[config.mk]
export PLATFORM = sky130hd
export DESIGN_NAME = flash_cmd_decoder
export DESIGN_NICKNAME = d
export VERILOG_FILES = /design/src/rtl/fcd_pkg.sv /design/src/rtl/fcd_cmd_ctrl.sv /design/src/rtl/fcd_status.sv /design/src/rtl/fcd_read_mux.sv /design/src/rtl/flash_cmd_decoder.sv
export SDC_FILE = /design/constraint.sdc
export NUM_CORES = 1
export LEC_CHECK = 0
export BUFFER_PORTS_ARGS = -buffer_cell sky130_fd_sc_hd__buf_2
export CORE_AREA = 3 3 125 67
export DETAILED_ROUTE_END_ITERATION = 8
export DIE_AREA = 0 0 128 70
export PLACE_DENSITY = 0.81
export SLEW_MARGIN = 10
export SYNTH_ARGS = -nofsm -noshare
export SYNTH_HDL_FRONTEND = slang
export SYNTH_HIERARCHICAL = 1
export SYNTH_SLANG_ARGS = --single-unit
[constraint.sdc]
create_clock -name clk -period 2.03 [get_ports clk]
set_clock_uncertainty 0.15 [all_clocks]
set_input_delay 0 -clock clk [delete_from_list [all_inputs] [get_ports clk]]
set_output_delay 0 -clock clk [all_outputs]
set_load 0.05 [all_outputs]
[src/rtl/fcd_pkg.sv]
package fcd_pkg;
  typedef enum logic [1:0] {
    MD_ARRAY  = 2'd0,
    MD_CONFIG = 2'd1,
    MD_STATUS = 2'd2,
    MD_QUERY  = 2'd3
  } mode_e;

  localparam logic [7:0] CMD_ARRAY  = 8'hFF;
  localparam logic [7:0] CMD_CONFIG = 8'h90;
  localparam logic [7:0] CMD_STATUS = 8'h70;
  localparam logic [7:0] CMD_QUERY  = 8'h98;
  localparam logic [7:0] CMD_SETUP  = 8'h40;
  localparam logic [7:0] CMD_CLEAR  = 8'h50;
endpackage

[src/rtl/fcd_cmd_ctrl.sv]
module fcd_cmd_ctrl
  import fcd_pkg::*;
#(
  parameter int AW = 20,
  parameter int DW = 16
) (
  input  logic          clk,
  input  logic          rst,
  input  logic          wr,
  input  logic [AW-1:0] addr,
  input  logic [DW-1:0] wdata,
  output mode_e         mode,
  output logic          pend,
  output logic          clr_err,
  output logic          pgm_start,
  output logic [AW-1:0] pgm_addr,
  output logic [DW-1:0] pgm_data
);
  logic [7:0] cmd;
  assign cmd     = wdata[7:0];
  assign clr_err = wr && !pend && (cmd == CMD_CLEAR);

  always_ff @(posedge clk) begin
    if (rst) begin
      mode      <= MD_ARRAY;
      pend      <= 1'b0;
      pgm_start <= 1'b0;
      pgm_addr  <= '0;
      pgm_data  <= '0;
    end else begin
      pgm_start <= 1'b0;
      if (wr) begin
        if (pend) begin
          pgm_start <= 1'b1;
          pgm_addr  <= addr;
          pgm_data  <= wdata;
          pend      <= 1'b0;
          mode      <= MD_STATUS;
        end else begin
          case (cmd)
            CMD_ARRAY:  mode <= MD_ARRAY;
            CMD_CONFIG: mode <= MD_CONFIG;
            CMD_STATUS: mode <= MD_STATUS;
            CMD_QUERY:  mode <= MD_QUERY;
            CMD_SETUP:  pend <= 1'b1;
            default:    ;
          endcase
        end
      end
    end
  end
endmodule

[src/rtl/fcd_status.sv]
module fcd_status #(
  parameter int NERR = 4
) (
  input  logic            clk,
  input  logic            rst,
  input  logic            clr,
  input  logic [NERR-1:0] err_in,
  input  logic            busy,
  output logic [15:0]     word
);
  logic [NERR-1:0] err_q;

  always_ff @(posedge clk) begin
    if (rst) err_q <= '0;
    else     err_q <= (clr ? '0 : err_q) | err_in;
  end

  // flags 3..1 sit at bits 5..3, flag 0 at bit 1
  assign word = {8'h00, ~busy, 1'b0, err_q[3], err_q[2], err_q[1], 1'b0, err_q[0], 1'b0};
endmodule

[src/rtl/fcd_read_mux.sv]
module fcd_read_mux
  import fcd_pkg::*;
#(
  parameter int          AW     = 20,
  parameter int          OFF_W  = 16,
  parameter logic [15:0] MFR_ID = 16'h0089,
  parameter logic [15:0] DEV_ID = 16'h00D7
) (
  input  mode_e         mode,
  input  logic [AW-1:0] addr,
  input  logic [15:0]   arr_rdata,
  input  logic [15:0]   qry_rdata,
  input  logic [15:0]   otp_rdata,
  input  logic [1:0]    lock_state,
  input  logic [15:0]   sts_word,
  output logic [15:0]   word
);
  localparam logic [AW-1:0] A_MFR   = AW'(0);
  localparam logic [AW-1:0] A_DEV   = AW'(1);
  localparam logic [AW-1:0] A_OTPLO = AW'('h80);
  localparam logic [AW-1:0] A_OTPHI = AW'('h88);
  localparam logic [OFF_W-1:0] O_LOCK = OFF_W'(2);

  logic [15:0] cfg_word;

  always_comb begin
    if (addr == A_MFR)                         cfg_word = MFR_ID;
    else if (addr == A_DEV)                    cfg_word = DEV_ID;
    else if (addr[OFF_W-1:0] == O_LOCK)        cfg_word = {14'b0, lock_state};
    else if (addr >= A_OTPLO && addr <= A_OTPHI) cfg_word = otp_rdata;
    else                                       cfg_word = 16'h0000;
  end

  always_comb begin
    case (mode)
      MD_CONFIG: word = cfg_word;
      MD_STATUS: word = sts_word;
      MD_QUERY:  word = qry_rdata;
      default:   word = arr_rdata;
    endcase
  end
endmodule

[src/rtl/flash_cmd_decoder.sv]
module flash_cmd_decoder
  import fcd_pkg::*;
#(
  parameter int          AW     = 20,
  parameter int          OFF_W  = 16,
  parameter logic [15:0] DEV_ID = 16'h00D7
) (
  input  logic          clk,
  input  logic          rst,
  input  logic          host_ce,
  input  logic          host_we,
  input  logic          host_oe,
  input  logic [AW-1:0] host_addr,
  input  logic [15:0]   host_wdata,
  output logic [15:0]   host_rdata,
  output logic          host_rvalid,
  output logic [AW-1:0] look_addr,
  input  logic [15:0]   arr_rdata,
  input  logic [15:0]   qry_rdata,
  input  logic [15:0]   otp_rdata,
  input  logic [1:0]    lock_state,
  input  logic          wsm_busy,
  input  logic [3:0]    wsm_err,
  output logic          pgm_start,
  output logic [AW-1:0] pgm_addr,
  output logic [15:0]   pgm_data
);
  localparam int DW = 16;

  logic        wr, rd, pend, clr_err;
  mode_e       mode;
  logic [15:0] sts_word, rd_word;

  assign wr        = host_ce && host_we;
  assign rd        = host_ce && host_oe && !host_we;
  assign look_addr = host_addr;

  fcd_cmd_ctrl #(.AW(AW), .DW(DW)) u_ctrl (
    .clk(clk), .rst(rst), .wr(wr), .addr(host_addr), .wdata(host_wdata),
    .mode(mode), .pend(pend), .clr_err(clr_err), .pgm_start(pgm_start),
    .pgm_addr(pgm_addr), .pgm_data(pgm_data)
  );

  fcd_status #(.NERR(4)) u_sts (
    .clk(clk), .rst(rst), .clr(clr_err), .err_in(wsm_err),
    .busy(wsm_busy), .word(sts_word)
  );

  fcd_read_mux #(.AW(AW), .OFF_W(OFF_W), .DEV_ID(DEV_ID)) u_mux (
    .mode(mode), .addr(host_addr), .arr_rdata(arr_rdata), .qry_rdata(qry_rdata),
    .otp_rdata(otp_rdata), .lock_state(lock_state), .sts_word(sts_word),
    .word(rd_word)
  );

  always_ff @(posedge clk) begin
    if (rst) begin
      host_rdata  <= '0;
      host_rvalid <= 1'b0;
    end else begin
      host_rvalid <= rd;
      if (rd) host_rdata <= rd_word;
    end
  end
endmodule

# After elaboration in Yosys (flattened, before gate mapping)
# Index checks and enable logic that the tools add are counted.
classes:
  order_cmp: 2
  reduce_logical: 13
  n_eq_ne: 11
  n_mux: 11
  n_bitwise: 3
ops:
  columns: ["op", "n"]
  rows:
  - ["$mux 16", 4]
  - ["$pmux 16 s3", 1]
  - ["$eq 8x7->1 const B", 3]
  - ["$eq 8x8->1 const B", 3]
  - ["$eq 20x1->1 const B", 1]
  - ["$ge 20x8->1 const B", 1]
  - ["$le 20x8->1 const B", 1]
  - ["$logic_not 20->1", 1]
  - ["$eq 16x2->1 const B", 1]
  - ["$pmux 2 s4", 1]
  - ["$logic_and 1x1->1", 6]
  - ["$reduce_bool 5->1", 1]
  - ["$eq 2x2->1 const B", 2]
  - ["$mux 4", 1]
  - ["$or 4x4->4", 1]
  - ["$reduce_and 2->1", 2]
  - ["$mux 1", 3]
  - ["$eq 2x1->1 const B", 1]
  - ["$logic_not 1->1", 2]
  - ["$mux 2", 1]
  - ["$not 1->1", 2]
  - ["$reduce_or 2->1", 1]
totals:
  ff_bits: 61
  out_inout_bits: 74
  input_bits: 96
  wordCells: 48

# Logic depth before layout (Yosys ltp)
# Gate-level depths: netlist of the first run.
depth:
  depth_word: 7
  ltp_mapped: 8
  depth_no_buf: 7

# Cells and area by module
# Netlist of the first run, hierarchy kept.
modules_own_cells:
  columns: ["mod", "area_per_inst_um2", "cells_each", "instances", "seq_area_each_um2"]
  rows:
  - ["fcd_cmd_ctrl", 1508.9, 190, 1, 800.8]
  - ["flash_cmd_decoder", 915.9, 93, 1, 340.3]
  - ["fcd_read_mux", 658.1, 109, 1, 0.0]
  - ["fcd_status", 230.2, 29, 1, 80.1]

# Least setup slack after synthesis of the first run
# Ideal clock, no wire load.
synth_path:
  path_type: "register -> register"
  from: "reg u_ctrl.mode[1]"
  to: "reg host_rdata[13]"
  arrival_time_ps: 1439
  path_buffers: 1
  synth_period_minus_slack_ps: 1661
  stages_incl_launch_ff: 8
  path_slack_ps: 369
  setup_ps: 72
  required_ps: 1808
  path_cell_list: "dfxtp_1 -> nand2b_1 -> clkbuf_1 -> nor4_4 -> a221oi_1 -> nor2_1 -> nand2b_1 -> mux2i_1"
synth_via:
  elab_chain_cells: 2
  word_cells_on_any_way: 4
  cone_classes: "3 x eq/ne; 1 x mux"
synth_rtl:
  columns: ["item", "line_no", "source"]
  rows:
  - ["start: declaration", "fcd_cmd_ctrl.sv:12", "output mode_e mode,"]
  - ["start signal: assignment", "fcd_cmd_ctrl.sv:25", "mode <= MD_ARRAY;"]
  - ["start signal: assignment", "fcd_cmd_ctrl.sv:38", "mode <= MD_STATUS;"]
  - ["start signal: assignment", "fcd_cmd_ctrl.sv:41", "CMD_ARRAY: mode <= MD_ARRAY;"]
  - ["$eq 2x2->1 or $eq 2x1->1 (tied branches)", "fcd_read_mux.sv:35", "case (mode)"]
  - ["$pmux 16 s3 (*)", "fcd_read_mux.sv:35", null]
  - ["named net rd_word[13]", "flash_cmd_decoder.sv:32", "logic [15:0] sts_word, rd_word;"]
  - ["end signal: assignment", "flash_cmd_decoder.sv:61", "if (rd) host_rdata <= rd_word;"]
  - ["end: declaration", "flash_cmd_decoder.sv:15", "output logic [15:0] host_rdata,"]
# Mark *: on every way through the listed nets, which the timed path passes. The rest lies on a longest branch.
# A chain may end at the register's enable or synchronous reset.

# Final worst setup path of the first run
layout_path:
  from: "in host_addr[2]"
  to: "reg host_rdata[15]"
layout_via:
  elab_chain_cells: 7
  word_cells_on_any_way: 11
  cone_classes: "2 x order compare; 2 x eq/ne; 5 x mux; 2 x reduce/logical"
layout_rtl:
  columns: ["item", "line_no", "source"]
  rows:
  - ["start: declaration", "flash_cmd_decoder.sv:13", "input logic [AW-1:0] host_addr,"]
  - ["$ge 20x8->1 or $le 20x8->1 (tied branches)", "fcd_read_mux.sv:30", "else if (addr >= A_OTPLO && addr <= A_OTPHI) cfg_word = otp_rdata;"]
  - ["$logic_and 1x1->1", "fcd_read_mux.sv:30", null]
  - ["$mux 16", "fcd_read_mux.sv:30", null]
  - ["$mux 16", "fcd_read_mux.sv:29", "else if (addr[OFF_W-1:0] == O_LOCK) cfg_word = {14'b0, lock_state};"]
  - ["$mux 16", "fcd_read_mux.sv:28", "else if (addr == A_DEV) cfg_word = DEV_ID;"]
  - ["$mux 16 (*)", "fcd_read_mux.sv:27", "if (addr == A_MFR) cfg_word = MFR_ID;"]
  - ["$pmux 16 s3 (*)", "fcd_read_mux.sv:35", null]
  - ["named net rd_word[15]", "flash_cmd_decoder.sv:32", null]
# Marked as above.

==> reports/results.tsv, run 1 <==
metric	value	unit
DRC	0	
Detail Route Antenna Nets	0	
vias in the first global route	3920	
placer congestion estimate	0.8468	
sw power	859.8	uW
sequential group share of total power	0.355	
placed insts	660	
LEAKAGE	2.386	nW
post-synthesis mux area share	0.07062	
first-pass GRT wire length	18.40	mm
Post-synth ARST share	0	
Post-Synth XOR/XNOR Area	0	
row count	22	
unrepaired setup endpoints after global routing	yes	
clk sink count	61	
post-synthesis compound-gate area fraction	0.1556	
final std cells w/o fill	758	
register area share after synthesis	0.3686	
Yosys reg bits	61	
register area	1222	um2
clock slew at reported path FFs	0.05	ns
final setup fails	6	
area delta synth->final	60.76	%
Power Density	649.4	nW/um2
multi-input logic area	1784	um2
CP cell instances	buf_2, dlygate4sd3_1, buf_4, o31ai_2, nand2_1, nor4_4, buf_6, a221oi_2, nor2_1, nand2b_1, mux2i_1	
# IOs	170	
Chip Width	128	um
outcome	finished with violations	
Worst Tran Pin Value	0.5362	ns
CTS Root Cell	clkbuf_16	
Adder-Cell Fraction of Synth Area	0	
die area	8960	um2
CTS Buf Count	9	
Main synth FF type	dfxtp_1	
Area contributors post-synth	dfxtp_1 (37%), nand2_1 (9.1%), a21oi_1 (7.7%)	
Slew HR	0.6425	
H-tree depth	3	
Tmin final	2.111	ns
Starting Density	0.4559	
CTS tree	done	
max incr delay on CP	0.55	ns
P_int	2.599	mW
Design Area, Final	5326	um2
placed cell area	4105	um2
mapped cell area	3313	um2
Skew-Pair Late Insertion Delay	0.33	ns
crit start category	primary input	
most numerous cell in the Yosys netlist	nand2_1	
final worst-path cycle share	1.040	
setup TNS	-0.3525	ns
placed wire-length estimate	7.069	mm
Crit path arrival time	2.22	ns
crit-path leading delay family	buffers and inverters	
Syn Area/Cell	7.870	um2
Final Util	0.7330	
core area	7267	um2
Clock Tree Buf Depth	2	
Detailed Route WL	12.36	mm
initial antenna violation count	1	
Setup crit end kind	flop	
switching part of the total	0.2486	
failing checks	hold timing, setup timing	
Post-synth EDFFs	0	
main combinational cell family by area after synthesis	simple AND/OR/NAND/NOR gates	
Total GRT Usage	0.2570	
Crit-path slowest cell	dlygate4sd3_1	
Avg Vias per Cell	5.232	
worst vdd ir	501.7	uV
Crit Path Category	in -> reg	
Comb power frac	0.159	
Synth top area share	0.3686	
DRT Pass-1 Iters	7	
worst min-delay path class	in -> reg	
via count	3966	
crit path buf inv count	4	
R2R setup slack	0.09	ns
share of layout cells above drive strength 1	0.3394	
largest net degree at the start of global routing	38	
Distinct cells, synth	50	
Wirelength per Cell	16.31	um
gr ovfl total	0	
min setup slack post-route	-0.08076	ns
Synth top cells by count	nand2_1 (80), dfxtp_1 (61), a21oi_1 (51)	
worst hold margin	-0.02368	ns
Synth Area in Simple Gates	0.2791	
Nets	751	
Max Fanout on Critical Path	5	
Hold Vio Cnt, Final	2	
max frequency	473.8	MHz
fin. max-slew vios	0	
leading area contributor after synthesis	dfxtp_1	
IO buf count	169	
# fillers	520	
Warnings, synthesis	6	
chip height	70	um
WP data required	2.14	ns
1st-iter DRT viols	375	
Clock Power Share	0.487	
Post-Synthesis Cells	421	
max cap viols	0	
sequential cells by signal, indices dropped and copies added (netlist names):
| register | count |
|---|---|
| u_sts/err_q | 4 |
| u_ctrl/mode | 2 |
| u_ctrl/pend | 1 |
| u_ctrl/pgm_data | 16 |
| host_rdata | 16 |
| host_rvalid | 1 |
| u_ctrl/pgm_start | 1 |
| u_ctrl/pgm_addr | 20 |
power by group through the flow:
stage	logic (mW)	clock network, mW	registers, mW
floorplan	0.239	0	1.29
global placement	0.405	0	1.25
finish	0.548	1.68	1.23
CTS	0.517	1.71	1.23
detailed placement	0.408	0	1.25
global route	0.584	1.76	1.23
logic make-up after synthesis:
group,after synthesis
and+or+nand+nor,181
AOI/OAI and AO/OA,84
buffers and inverters,71
DFF,61
muxes,23
other,1
what timing repair did:
action | CTS | global route
buffers inserted | 0 | 0
endpoints found under the hold margin | 57 | 0
gates resized for setup | 0 | 16
endpoints found under the setup margin | 0 | 16
hold buffers | 82 | 0
metal layers:
layer,part of all wire,GRT usage,up-vias
li1,-,-,1859
met1,0.38,0.2748,1824
met2,0.49,0.4508,216
met3,0.070,0.07792,67
met4,0.058,0.1459,0
met5,0,0,-
cell usage in the layout (no fill, tap or decap), types with 4 or more instances in the layout:
master / n
buf_2: 167
dlygate4sd3_1: 80
nand2_1: 80
dfxtp_1: 60
a21oi_1: 51
nand2b_1: 40
nor2_1: 27
mux2i_1: 20
buf_4: 18
inv_1: 16
conb_1: 11
clkbuf_16: 9
a221oi_1: 8
a211oi_1: 4
cell type report:
type	instances	area share
Antenna cell	2	0.0009396
Clock buffer	12	0.04816
Clock inverter	4	0.01315
Inverter	16	0.01128
Multi-Input combinational cell	299	0.3350
Sequential cell	61	0.2295
Tap cell	96	0.02255
Timing Repair Buffer	268	0.3394
final timing paths:
path,from,endpoint,cells past startpoint
worst min register to register,u_ctrl/pgm_addr[10]$_SDFFE_PP0P_,u_ctrl/pgm_addr[10]$_SDFFE_PP0P_,2
worst min-delay path,host_addr[12],u_ctrl/pgm_addr[12]$_SDFFE_PP0P_,3
worst max register to register,u_ctrl/mode[1]$_SDFFE_PP0P_,host_rdata[13]$_SDFFE_PP0P_,6
worst max-delay path,host_addr[2],host_rdata[15]$_SDFFE_PP0P_,11
worst min-delay path: cells and delay by family:
family	cells	cell delay (ns)
simple gates	1	0.07
buf+inv	1	0.28
compound gates	1	0.06
through the flow:
stage	worst slack (ns)	total power, mW
6_report	-0.08076	3.459
4_1_cts	0.01741	3.452
2_1_floorplan	0.3693	1.530
5_1_grt	-0.1341	3.569
3_3_place_gp	0.05472	1.656
3_5_place_dp	-0.003031	1.659
Note: power is estimated with default switching activity, not from simulation.
==> inputs of run 2 (changes only) <==
RECOVER_POWER = 25   (was unset)
clock period = 2 ns   (was 2.03 ns; I/O delays follow)
==> run 2 against run 1 <==
Effect of this change:
- the flow finishes with violations (hold timing)
- final area decreased by 3.2%
- via count increased by 0.18%
- combinational power about the same
- sequential power about the same
- non-clock buffer count decreased by 7
- critical path depth decreased by 1
- worst hold slack got worse by 0.0071 ns
- global-route usage increased by 0.29 points
- wire length decreased by 2.1%
- count of clock-buffer cells in the layout decreased by 2
- flip-flop and latch count unchanged
==> reports/results.tsv, run 2 (synthesized netlist as in run 1, its figures left out) <==
metric	value	unit	change
initial antenna violation count	0		-1
worst hold margin	-0.03073	ns	-0.007052 ns
Avg Vias per Cell	5.311		+1.5%
Slew HR	0.5715		-0.07107
Worst Tran Pin Value	0.6456	ns	+0.1094 ns
Wirelength per Cell	16.18	um	-0.77%
commonest non-fill, non-tap cell in the layout	buf_2		
crit start category	primary input		
CP cell instances	dlygate4sd3_1, buf_2, o31ai_4, nand2_2, nor4_4, buf_6, a221oi_1, nor2_1, nand2b_1, mux2i_2		
area delta synth->final	55.55	%	
die area	8960	um2	unchanged
WP data required	2.10	ns	-0.04 ns
met1 GRT Util	0.2858		+0.01098
share of layout cells above drive strength 1	0.2975		-0.04185
Clock Tree Buf Depth	2		unchanged
LEAKAGE	2.190	nW	-8.2%
max cap viols	0		unchanged
fin. max-slew vios	0		unchanged
Largest register FFs	20		unchanged
placer congestion estimate	0.8471		about the same
final setup fails	0		-6
Detailed Route WL	12.11	mm	-2.1%
outcome	finished with violations		
chip height	70	um	unchanged
commonest non-fill, non-tap cells in the layout	buf_2 (136), nand2_1 (79), dlygate4sd3_1 (68)		
max frequency	508.1	MHz	
IO buf count	169		unchanged
vias in the first global route	3887		-0.84%
failing checks	hold timing		
CTS Buf Count	9		unchanged
top flop regs	u_ctrl/pgm_addr (20), host_rdata (16), u_ctrl/pgm_data (16)		
crit path buf inv count	3		-1
Tot Pwr	3.299	mW	-4.6%
CTS Root Cell	clkbuf_16		
placed wire-length estimate	7.078	mm	+0.13%
1st-iter DRT viols	412		+9.9%
Starting Density	0.4559		unchanged
Total GRT Usage	0.2599		+0.002883
clk sink count	61		unchanged
DRT Pass-1 Iters	5		-2
ant diodes	0		-2
worst vdd ir	377.5	uV	-25%
gr busiest metal	met2		
DRC	0		unchanged
GR Util met2	0.4508		unchanged
Power Density	640.2	nW/um2	-1.4%
Detail Route Antenna Nets	0		unchanged
Setup crit end kind	flop		
via count	3973		+0.18%
row count	22		unchanged
crit-path leading delay family	buffers and inverters		
max incr delay on CP	0.57	ns	+0.02 ns
Hold Vio Cnt, Final	2		unchanged
final worst-path cycle share	0.9840		
gr ovfl total	0		unchanged
core area	7267	um2	unchanged
clock slew at reported path FFs	0.05	ns	about the same
met3 global-route usage	0.07181		-0.006112
Tmin final	1.968	ns	
Crit Path Category	in -> reg		
Crit path arrival time	2.06	ns	-0.16 ns
CTS tree	done		
Chip Width	128	um	unchanged
Max Fanout on Critical Path	5		unchanged
# IOs	170		unchanged
H-tree depth	3		unchanged
R2R setup slack	0.19	ns	+0.10 ns
Crit-path slowest cell	dlygate4sd3_1		
largest net degree at the start of global routing	40		+5.3%
Skew-Pair Late Insertion Delay	0.33	ns	about the same
first-pass GRT wire length	18.62	mm	+1.2%
worst min-delay path class	in -> reg		
Nets	744		-0.93%
Most flops, register	u_ctrl/pgm_addr		
run 2: layout make-up:
cell class / instances / area, um2
clock buffer: 10 / 229.0
clock inverter: 5 / 52.55
fill: 543 / 2113
inverter: 16 / 60.06
multi-input combinational: 299 / 1767
sequential: 61 / 1222
tap: 96 / 120.1
timing repair buffer: 261 / 1703
run 2: stage by stage:
stage	TNS [ns]	util	cells	area, um2	worst slack [ns]
after floorplan	0	-	431	3351	0.3393
after global placement	-0.003814	0.5697	663	4140	-0.003814
after detailed placement	0	0.5697	663	4140	0.005906
after CTS	0	0.7049	748	5122	0.02014
after global routing	-0.03037	0.7092	748	5154	-0.02461
final	0	0.7092	748	5154	0.03193
run 2: where the power goes:
group	internal (mW)	switching, mW
clock network	0.949	0.557
registers	1.23	0.0109
logic	0.241	0.306
run 2: routing by layer:
layer | vias up | part of all wire
li1 | 1842 | -
met1 | 1814 | 0.39
met2 | 245 | 0.48
met3 | 72 | 0.073
met4 | 0 | 0.057
met5 | - | 0
run 2: final timing paths:
kind / startpoint / to / depth (start not counted)
setup / recovery: host_addr[0] / host_rdata[12]$_SDFFE_PP0P_ / 10
hold / removal: host_addr[12] / u_ctrl/pgm_addr[12]$_SDFFE_PP0P_ / 3
setup reg to reg: u_ctrl/mode[0]$_SDFFE_PP0P_ / host_rdata[12]$_SDFFE_PP0P_ / 7
hold reg to reg: u_ctrl/pgm_data[1]$_SDFFE_PP0P_ / u_ctrl/pgm_data[1]$_SDFFE_PP0P_ / 2
run 2: worst reg2reg max path: stages (launching register included):
cell and delay, ns:
dfxtp_2 0.46, nand2b_1 0.14, nor4_4 0.29, buf_6 0.17
a221oi_1 0.10, nor2_1 0.14, nand2b_1 0.09, mux2i_2 0.18
run 2: timing repair:
item / in CTS / in global routing
setup endpoints to repair: 0 / 16
hold endpoints to repair: 58 / 1
hold buffers: 70 / 1
setup buffers: 0 / 2
gates resized for setup: 0 / 16
==> inputs of run 3 (changes only) <==
BUFFER_PORTS_ARGS = -buffer_cell sky130_fd_sc_hd__clkbuf_2   (was -buffer_cell sky130_fd_sc_hd__buf_2)
REMOVE_ABC_BUFFERS = 1   (was unset)
==> run 3 against run 2 <==
Effect of this change:
- the flow now finishes without violations
- critical path depth fell by 4
- clock power rose by 12%
- cell count fell by 0.53%
- fmax rose by 0.94%
- sequential share of layout area barely moved
- total power rose by 5.5%
- worst hold slack improved by 0.048 ns
- first-iteration DRC count fell by 27%
- wire length fell by 1.4%
- count of clock-buffer cells in the layout rose by 3
- register-to-register slack got worse by 0.14 ns
==> reports/results.tsv, run 3 (synthesized netlist as in run 1, its figures left out) <==
metric	value	unit	change
share of layout cells above drive strength 1	0.2901		-0.007423
Design Area, Final	5142	um2	-0.22%
largest net degree at the start of global routing	46		+15%
Most flops, register	u_ctrl/pgm_addr		
chip height	70	um	unchanged
Wirelength per Cell	16.04	um	-0.91%
commonest non-fill, non-tap cell in the layout	clkbuf_2		
row count	22		unchanged
top flop regs	u_ctrl/pgm_addr (20), host_rdata (16), u_ctrl/pgm_data (16)		
1st-iter DRT viols	299		-27%
gr ovfl total	0		unchanged
initial antenna violation count	0		unchanged
max frequency	512.9	MHz	+0.94%
Hold Vio Cnt, Final	0		-2
P_int	2.631	mW	+8.5%
via count	3823		-3.8%
vias in the first global route	3759		-3.3%
met1 GRT Util	0.2761		-0.009678
Comb power frac	0.156		-0.010
placer congestion estimate	0.8654		+2.2%
fin. max-slew vios	0		unchanged
setup bufs post-CTS	0		unchanged
Nets	739		-0.67%
Detailed Route WL	11.93	mm	-1.4%
sw power	850.1	uW	-2.7%
Skew-Pair Late Insertion Delay	0.32	ns	about the same
met3 global-route usage	0.05959		-0.01222
core area	7267	um2	unchanged
Detail Route Antenna Nets	0		unchanged
CTS Root Cell	clkbuf_16		
DRC	0		unchanged
final worst-path cycle share	0.9749		-0.009123
outcome	finished clean		
placed wire-length estimate	7.061	mm	-0.25%
CTS tree	done		
Crit path arrival time	2.04	ns	-0.02 ns
# fillers	598		+10%
H-tree depth	3		unchanged
placed insts	658		-0.75%
Avg Vias per Cell	5.138		-3.3%
Power Density	676.9	nW/um2	+5.7%
Starting Density	0.4559		unchanged
worst min-delay path class	in -> reg		
clk sink count	61		unchanged
final setup fails	0		unchanged
area delta synth->final	55.21	%	
switching part of the total	0.2442		-0.02061
clock slew at reported path FFs	0.05	ns	about the same
first-pass GRT wire length	18.23	mm	-2.1%
Slew HR	0.4499		-0.1215
Max Fanout on Critical Path	12		+7
Largest register FFs	20		unchanged
DRT Pass-1 Iters	6		+1
Worst Tran Pin Value	0.8251	ns	+0.1795 ns
crit start category	flop		
GR Util met2	0.4664		+0.01564
IO buf count	169		unchanged
Crit Path Category	reg -> reg		
Clock Power Share	0.486		+0.029
LEAKAGE	2.164	nW	-1.2%
sequential group share of total power	0.358		-0.020
ant diodes	0		unchanged
setup TNS	0	ns	unchanged
# IOs	170		unchanged
placed cell area	4090	um2	-1.2%
Setup crit end kind	flop		
Clock Tree Buf Depth	2		unchanged
Chip Width	128	um	unchanged
CTS Buf Count	9		unchanged
die area	8960	um2	unchanged
Tmin final	1.950	ns	-0.01825 ns
max cap viols	0		unchanged
Total GRT Usage	0.2499		-0.009978
Crit-path slowest cell	and2_1		
worst hold margin	0.01737	ns	+0.04810 ns
worst vdd ir	480.7	uV	+27%
max incr delay on CP	0.57	ns	about the same
final std cells w/o fill	744		-0.53%
CP cell instances	buf_4, and2_1, a221oi_1, nor2_1, nand2b_1, mux2i_1		
WP data required	2.09	ns	about the same
commonest non-fill, non-tap cells in the layout	clkbuf_2 (136), nand2_1 (80), dlygate4sd3_1 (70)		
gr busiest metal	met2		
run 3: cell count changes in the layout (fill, tap and decap cells not counted), moves of 3 or more:
cell	delta
a221oi_2	+5
buf_2	-136
clkinv_2	-3
clkbuf_2	+136
a221oi_1	-5
buf_4	-3
buf_6	-3
run 3: through the flow:
stage | utilization | setup slack (ns) | total power, mW
6_report | 0.7076 | 0.05017 | 3.481
5_1_grt | 0.7076 | -0.04374 | 3.596
4_1_cts | 0.7058 | 0.01235 | 3.478
2_1_floorplan | - | 0.03014 | 1.408
3_3_place_gp | 0.5628 | -0.01236 | 1.680
3_5_place_dp | 0.5628 | -0.09240 | 1.686
run 3: layout make-up:
class | count | area, um2 | share of cell area
clock buffer | 13 | 260.3 | 0.05061
inverter | 16 | 60.06 | 0.01168
clock inverter | 3 | 67.56 | 0.01314
sequential | 61 | 1221 | 0.2375
tap | 96 | 120.1 | 0.02336
multi-input combinational | 300 | 1779 | 0.3460
timing repair buffer | 255 | 1634 | 0.3178
run 3: worst max-delay path: cells and delay by family (launching register included):
| kind | cells | cell delay (ns) |
|---|---|---|
| AO/OA/AOI/OAI | 1 | 0.17 |
| buffers and inverters | 1 | 0.21 |
| flip-flops | 1 | 0.40 |
| multiplexers | 1 | 0.15 |
| AND/OR/NAND/NOR | 3 | 0.79 |
run 3: metal layers:
layer / share of wire / wire length, um / vias to the layer above
li1: - / - / 1837
met1: 0.40 / 4723 / 1785
met2: 0.52 / 6212 / 167
met3: 0.055 / 661 / 34
met4: 0.028 / 334 / 0
met5: 0 / 0 / -
run 3: timing repair:
action,4_1_cts,5_1_grt
endpoints found under the hold margin,58,0
hold buffers,71,0
resized for setup,0,10
endpoints found under the setup margin,0,11
run 3: path summary, 6_finish.rpt:
path | slack (ns) | end | cells past startpoint | start
setup / recovery | 0.05 | host_rdata[15]$_SDFFE_PP0P_ | 6 | u_ctrl/mode[1]$_SDFFE_PP0P_
hold reg to reg | 0.30 | u_ctrl/pgm_addr[12]$_SDFFE_PP0P_ | 2 | u_ctrl/pgm_addr[12]$_SDFFE_PP0P_
setup reg to reg | 0.05 | host_rdata[15]$_SDFFE_PP0P_ | 6 | u_ctrl/mode[1]$_SDFFE_PP0P_
hold / removal | 0.02 | host_rdata[0]$_SDFFE_PP0P_ | 5 | qry_rdata[0]
run 3: power groups by stage:
stage                     logic (mW)  registers, mW  clock network [mW]
after CTS                      0.524           1.24                1.71
after global placement         0.410           1.27                   0
after floorplan               0.0964           1.31                   0
final                          0.542           1.25                1.69
after global routing           0.574           1.25                1.77
after detailed placement       0.416           1.27                   0
